--- config.mk ---
export PLATFORM = sky130hd
export DESIGN_NAME = shm_arbiter
export DESIGN_NICKNAME = d
export VERILOG_FILES = /design/src/rtl/shm_pkg.sv /design/src/rtl/shm_ctrl.sv /design/src/rtl/shm_datapath.sv /design/src/rtl/shm_arbiter.sv
export SDC_FILE = /design/constraint.sdc
export NUM_CORES = 1
export LEC_CHECK = 0
export ABC_AREA = 1
export BUFFER_PORTS_ARGS = -buffer_cell sky130_fd_sc_hd__buf_2
export CORE_UTILIZATION = 39
export CTS_CLUSTER_DIAMETER = 100
export DETAILED_ROUTE_END_ITERATION = 6
export GPL_TIMING_DRIVEN = 1
export PLACE_DENSITY = 0.86
export SYNTH_ARGS = -nofsm -noshare
export SYNTH_HDL_FRONTEND = slang
export SYNTH_SLANG_ARGS = --single-unit
--- constraint.sdc ---
create_clock -name clk -period 1 [get_ports clk]
set_input_delay 0.1 -clock clk [delete_from_list [all_inputs] [get_ports clk]]
set_output_delay 0.1 -clock clk [all_outputs]
set_load 0.1 [all_outputs]
--- src/rtl/shm_pkg.sv ---
package shm_pkg;
  localparam int CMD_W    = 8;
  localparam int CHAN_W   = 3;
  localparam int HOLD_BIT = 0;
  localparam int CHAN_LSB = 1;
  localparam int CTL_W    = 3;
  localparam int CTL_MUX  = 0;
  localparam int CTL_BUF  = 1;
  localparam int CTL_ROUTE = 2;

  typedef struct packed {
    logic manLoad;
    logic cmdLoad;
    logic cmdClear;
    logic smpGo;
    logic smpErr;
  } shmStrobe_t;
endpackage

--- src/rtl/shm_ctrl.sv ---
module shm_ctrl
  import shm_pkg::*;
(
  input  logic             clk,
  input  logic             rstN,
  input  logic             ctlWr,
  input  logic [CTL_W-1:0] ctlData,
  input  logic             manWr,
  input  logic             cmdValid,
  input  logic             smpReq,
  output shmStrobe_t       strb,
  output logic             bufEn,
  output logic             route
);
  logic [CTL_W-1:0] ctlQ;
  logic             muxNext;

  always_ff @(posedge clk) begin
    if (!rstN)      ctlQ <= '0;
    else if (ctlWr) ctlQ <= ctlData;
  end

  // The enable that will hold after this edge decides clear versus load,
  // so a clear issued together with a command always wins.
  assign muxNext = ctlWr ? ctlData[CTL_MUX] : ctlQ[CTL_MUX];

  always_comb begin
    strb.manLoad  = manWr;
    strb.cmdClear = !muxNext;
    strb.cmdLoad  = cmdValid && muxNext;
    strb.smpGo    = smpReq && ctlQ[CTL_BUF];
    strb.smpErr   = smpReq && !ctlQ[CTL_BUF];
  end

  assign bufEn = ctlQ[CTL_BUF];
  assign route = ctlQ[CTL_ROUTE];
endmodule

--- src/rtl/shm_datapath.sv ---
module shm_datapath
  import shm_pkg::*;
#(
  parameter int DW = CMD_W,
  parameter int CW = CHAN_W
) (
  input  logic          clk,
  input  logic          rstN,
  input  shmStrobe_t    strb,
  input  logic [DW-1:0] manData,
  input  logic [DW-1:0] cmdByte,
  input  logic          autoMode,
  output logic          holdOut,
  output logic [CW-1:0] chanOut,
  output logic          smpGo,
  output logic          smpErr
);
  localparam int CHAN_MSB = CHAN_LSB + CW - 1;

  logic          manHold, autoHold;
  logic [CW-1:0] manChan, autoChan;
  logic          unusedHi;

  assign unusedHi = ^{manData[DW-1:CHAN_MSB+1], cmdByte[DW-1:CHAN_MSB+1]};

  always_ff @(posedge clk) begin
    if (!rstN) begin
      manHold <= 1'b0;
      manChan <= '0;
    end else if (strb.manLoad) begin
      manHold <= manData[HOLD_BIT];
      manChan <= manData[CHAN_MSB:CHAN_LSB];
    end
  end

  always_ff @(posedge clk) begin
    if (!rstN || strb.cmdClear) begin
      autoHold <= 1'b0;
      autoChan <= '0;
    end else if (strb.cmdLoad) begin
      autoHold <= cmdByte[HOLD_BIT];
      autoChan <= cmdByte[CHAN_MSB:CHAN_LSB];
    end
  end

  always_ff @(posedge clk) begin
    if (!rstN) begin
      smpGo  <= 1'b0;
      smpErr <= 1'b0;
    end else begin
      smpGo  <= strb.smpGo;
      smpErr <= strb.smpErr;
    end
  end

  assign holdOut = autoMode ? autoHold : manHold;
  assign chanOut = autoMode ? autoChan : manChan;
endmodule

--- src/rtl/shm_arbiter.sv ---
module shm_arbiter
  import shm_pkg::*;
(
  input  logic              clk,
  input  logic              rstN,
  input  logic              ctlWr,
  input  logic [CTL_W-1:0]  ctlData,
  input  logic              manWr,
  input  logic [CMD_W-1:0]  manData,
  input  logic              autoMode,
  input  logic              cmdValid,
  input  logic [CMD_W-1:0]  cmdByte,
  input  logic              smpReq,
  output logic              holdOut,
  output logic [CHAN_W-1:0] chanOut,
  output logic              pathSel,
  output logic              adcReady,
  output logic              smpGo,
  output logic              smpErr
);
  shmStrobe_t strb;

  shm_ctrl ctrl_i (
    .clk(clk), .rstN(rstN), .ctlWr(ctlWr), .ctlData(ctlData),
    .manWr(manWr), .cmdValid(cmdValid), .smpReq(smpReq),
    .strb(strb), .bufEn(adcReady), .route(pathSel)
  );

  shm_datapath #(.DW(CMD_W), .CW(CHAN_W)) dp_i (
    .clk(clk), .rstN(rstN), .strb(strb), .manData(manData),
    .cmdByte(cmdByte), .autoMode(autoMode), .holdOut(holdOut),
    .chanOut(chanOut), .smpGo(smpGo), .smpErr(smpErr)
  );
endmodule

==> results.sh <==
export IMPL_post_route_period_util_pct=108
export IMPL_setup_tns_ps=-262
export IMPL_worst_path_largest_cell_delay_ps=350
export IMPL_timing_worst_setup_path_type="flip-flop to output port"
export IMPL_vias_in_the_first_global_route=518
export IMPL_synth_edff_count=0
export IMPL_post_synth_num_cell_types=14
export IMPL_gp_congestion=0.730
export IMPL_total_leakage_power_uw=0.000412
export IMPL_cell_at_the_slowest_stage_of_the_critical_path="sky130_fd_sc_hd__dfxtp_2"
export IMPL_rsz0062_at_grt="yes"
export IMPL_synth_largest_area_cell="sky130_fd_sc_hd__dfxtp_1"
export IMPL_timing_critical_path_from_type="flip-flop"
export IMPL_yosys_most_used_dff="sky130_fd_sc_hd__dfxtp_1"
export IMPL_worstHoldPathType="input pin to flip-flop"
export IMPL_viasPerCell=4.70
export IMPL_violations="setup timing"
export IMPL_critPathBufInv=1
export IMPL_synthTopCellsByCount="sky130_fd_sc_hd__dfxtp_1, sky130_fd_sc_hd__inv_1, sky130_fd_sc_hd__a21oi_1, sky130_fd_sc_hd__nand2_1, sky130_fd_sc_hd__nor2_1"
export IMPL_cp_endpoint_kind="output port"
export IMPL_die_area_sq_um=1520
export IMPL_power_density_nw_per_um2=1390
export IMPL_total_clock_buffers_created_by_cts=3
export IMPL_syn2layout_area_growth_pct=67.1
export IMPL_synthArstFlopShare_pct=0
export IMPL_ir_drop_uv=1070
export IMPL_fin_worst_skew_ps=5.16
export IMPL_via_count=545
export IMPL_final_setup_viol_count=4
export IMPL_timing_hold_ws_ps=59.4
export IMPL_clkSinkCount=13
export IMPL_maximum_number_of_pins_on_one_net_before_global_route_repair=13
export IMPL_fill_cells=86
export IMPL_drv_cap=0
export IMPL_layout_min_cycle_time_ps=1080
export IMPL_grt_ovfl_total=0
export IMPL_worst_path_max_fanout=2
export IMPL_final_net_count=129
export IMPL_cp_arrival_ps=980
export IMPL_finalWorstSetupSlack_ps=-76.5
export IMPL_clk_transition_reported_paths_ps=80
export IMPL_postSynthNetCount=98
export IMPL_postSynthRegisterBits=13
export IMPL_instance_count_of_the_mapped_netlist=72
export IMPL_grt_first_pass_wirelength_mm=1.96
export IMPL_maxSlewViolCount=0
export IMPL_finalWirelength_mm=1.20
export IMPL_slew_headroom_pct=82.1
export IMPL_antenna_found_initial=0
export IMPL_sequential_cell_area_fraction_in_the_yosys_report_pct=48.8
export IMPL_drt_first_pass_iters=4
export IMPL_num_rows=12
export IMPL_die_width_um=39.0
export IMPL_postRouteAntennaNets=0
export IMPL_synth_area_top_cells="sky130_fd_sc_hd__dfxtp_1, sky130_fd_sc_hd__a21oi_1, sky130_fd_sc_hd__inv_1"
export IMPL_outcome="finished, violations left"
export IMPL_design_core_area_sq_um=1190
export IMPL_detail_route_wl_per_cell_um=10.4
export IMPL_post_route_cells_drive_above_1_share_pct=55.9
export IMPL_start_util_pct=44.9
export IMPL_post_synth_instance_area_sq_um=533
export IMPL_regArea_sq_um=275
export IMPL_overall_track_demand_over_capacity_in_global_routing_pct=19.7
export IMPL_clock_path_buffers=2
export IMPL_ios=34
export IMPL_clock_latency_ps=270
export IMPL_htreeDepth=1
export IMPL_synthesis_yosys_warnings=0
export IMPL_fmax_ghz=0.929
export IMPL_synthMostInstantiatedCell="sky130_fd_sc_hd__dfxtp_1"
export IMPL_worst_slew_pin_slew_ps=268
export IMPL_multi_input_area_sq_um=259
export IMPL_synth_avg_cell_area_sq_um=7.40
export IMPL_detail_route_drc_violations=0
export IMPL_worst_path_dominant_cell_family="flip-flops"
export IMPL_port_buffer_count=25
export IMPL_clock_root_buffer="sky130_fd_sc_hd__clkbuf_4"
export IMPL_path_cells="nand2_1, o21ai_2, buf_12"
export IMPL_synth_largest_type_area_fraction_pct=48.8
export IMPL_tritoncts="built"
export IMPL_cp_data_required_time_ps=900
export IMPL_timing_final_hold_violations=0
export IMPL_insertedDiodeCount=0
export IMPL_die_h_um=39.0
export IMPL_place_detailed_hpwl_um=836
export IMPL_detail_route_iter0_violations=13
## layout make-up
| class | count | share of cell area (%) |
|---|---|---|
| Inverter | 12 | 5.06 |
| Clock buffer | 4 | 2.95 |
| Timing Repair Buffer | 28 | 30.1 |
| Tap cell | 14 | 1.97 |
| Sequential cell | 13 | 30.9 |
| Multi-Input combinational cell | 45 | 29.1 |
## cells by family (layout without fill, tap and decap cells)
| logic type | count (synthesis) | after routing | synth area share [%] |
|---|---|---|---|
| compound gates | 19 | 19 | 17.8 |
| flops | 13 | 13 | 48.8 |
| buf+inv | 14 | 44 | 10.6 |
| simple gates | 26 | 26 | 22.8 |
## layout by cell type, fill, tap and decap left out
| master | Yosys | layout |
|---|---|---|
| sky130_fd_sc_hd__buf_2 | 0 | 17 |
| sky130_fd_sc_hd__dfxtp_2 | 0 | 12 |
| sky130_fd_sc_hd__nor2_1 | 9 | 9 |
| sky130_fd_sc_hd__a21oi_1 | 9 | 9 |
| sky130_fd_sc_hd__buf_12 | 0 | 8 |
| sky130_fd_sc_hd__nand2_1 | 9 | 7 |
| sky130_fd_sc_hd__inv_1 | 11 | 7 |
| sky130_fd_sc_hd__inv_2 | 1 | 5 |
| sky130_fd_sc_hd__nand3_1 | 4 | 4 |
| sky130_fd_sc_hd__o21ai_0 | 8 | 4 |
| sky130_fd_sc_hd__nand2_2 | 1 | 3 |
| sky130_fd_sc_hd__o21ai_4 | 0 | 3 |
| sky130_fd_sc_hd__clkbuf_4 | 0 | 3 |
| sky130_fd_sc_hd__buf_4 | 1 | 3 |
| sky130_fd_sc_hd__nand2_4 | 2 | 2 |
| sky130_fd_sc_hd__o21ai_1 | 2 | 2 |
| sky130_fd_sc_hd__o21ai_2 | 0 | 1 |
| sky130_fd_sc_hd__nor3_1 | 1 | 1 |
| sky130_fd_sc_hd__clkbuf_1 | 0 | 1 |
| sky130_fd_sc_hd__dfxtp_1 | 13 | 1 |
## power breakdown
group	internal (uW)	switching (uW)	total, uW
sequential	547	17.5	564
combinational	132	223	355
clock	154	165	320
total	834	406	1240
## timing repair
action | in CTS | in global routing
hold buffers | 0 | 0
resized for setup | 8 | 6
pin swaps | 2 | 2
setup endpoints to repair | 4 | 4
setup buffers | 2 | 1
## sequential cells by signal, indices dropped and copies added (netlist names)
register       cells
dp_i.manHold       1
dp_i.smpGo         1
dp_i.autoChan      3
ctrl_i.ctlQ        3
dp_i.smpErr        1
dp_i.manChan       3
dp_i.autoHold      1
## metal layers
metal  wire (um)  global-route usage [%]  vias to the layer above
met5           0                       0                        -
met4           0                    10.3                        0
met3          42                    3.47                        0
met2         647                    36.3                       18
met1         510                    20.9                      238
li1            -                       -                      289
## final timing paths
check	start	end	slack [ps]	cells past startpoint
hold / removal	ctlData[2]	ctrl_i.ctlQ[2]	60	3
setup / recovery	dp_i.autoHold	holdOut	-80	3
setup reg to reg	ctrl_i.ctlQ[0]	dp_i.autoChan[0]	190	4
hold reg to reg	dp_i.manHold	dp_i.manHold	450	2
## through the flow
stage	util, %	cells	area [sq um]	setup slack [ps]	total power, uW
after floorplan	-	72	576	-242	782
after global placement	69.7	109	827	166	908
after detailed placement	69.7	109	827	168	916
after CTS	73.7	115	875	-91.5	1250
after global routing	75.1	116	891	-118	1310
final	75.1	116	891	-76.5	1240
## worst register-to-register path, delay by kind of cell, from the launching register on
kind             cells  cell delay (ps)
and+or+nand+nor      4              390
DFF                  1              350
Power figures use the tool's default switching activity.
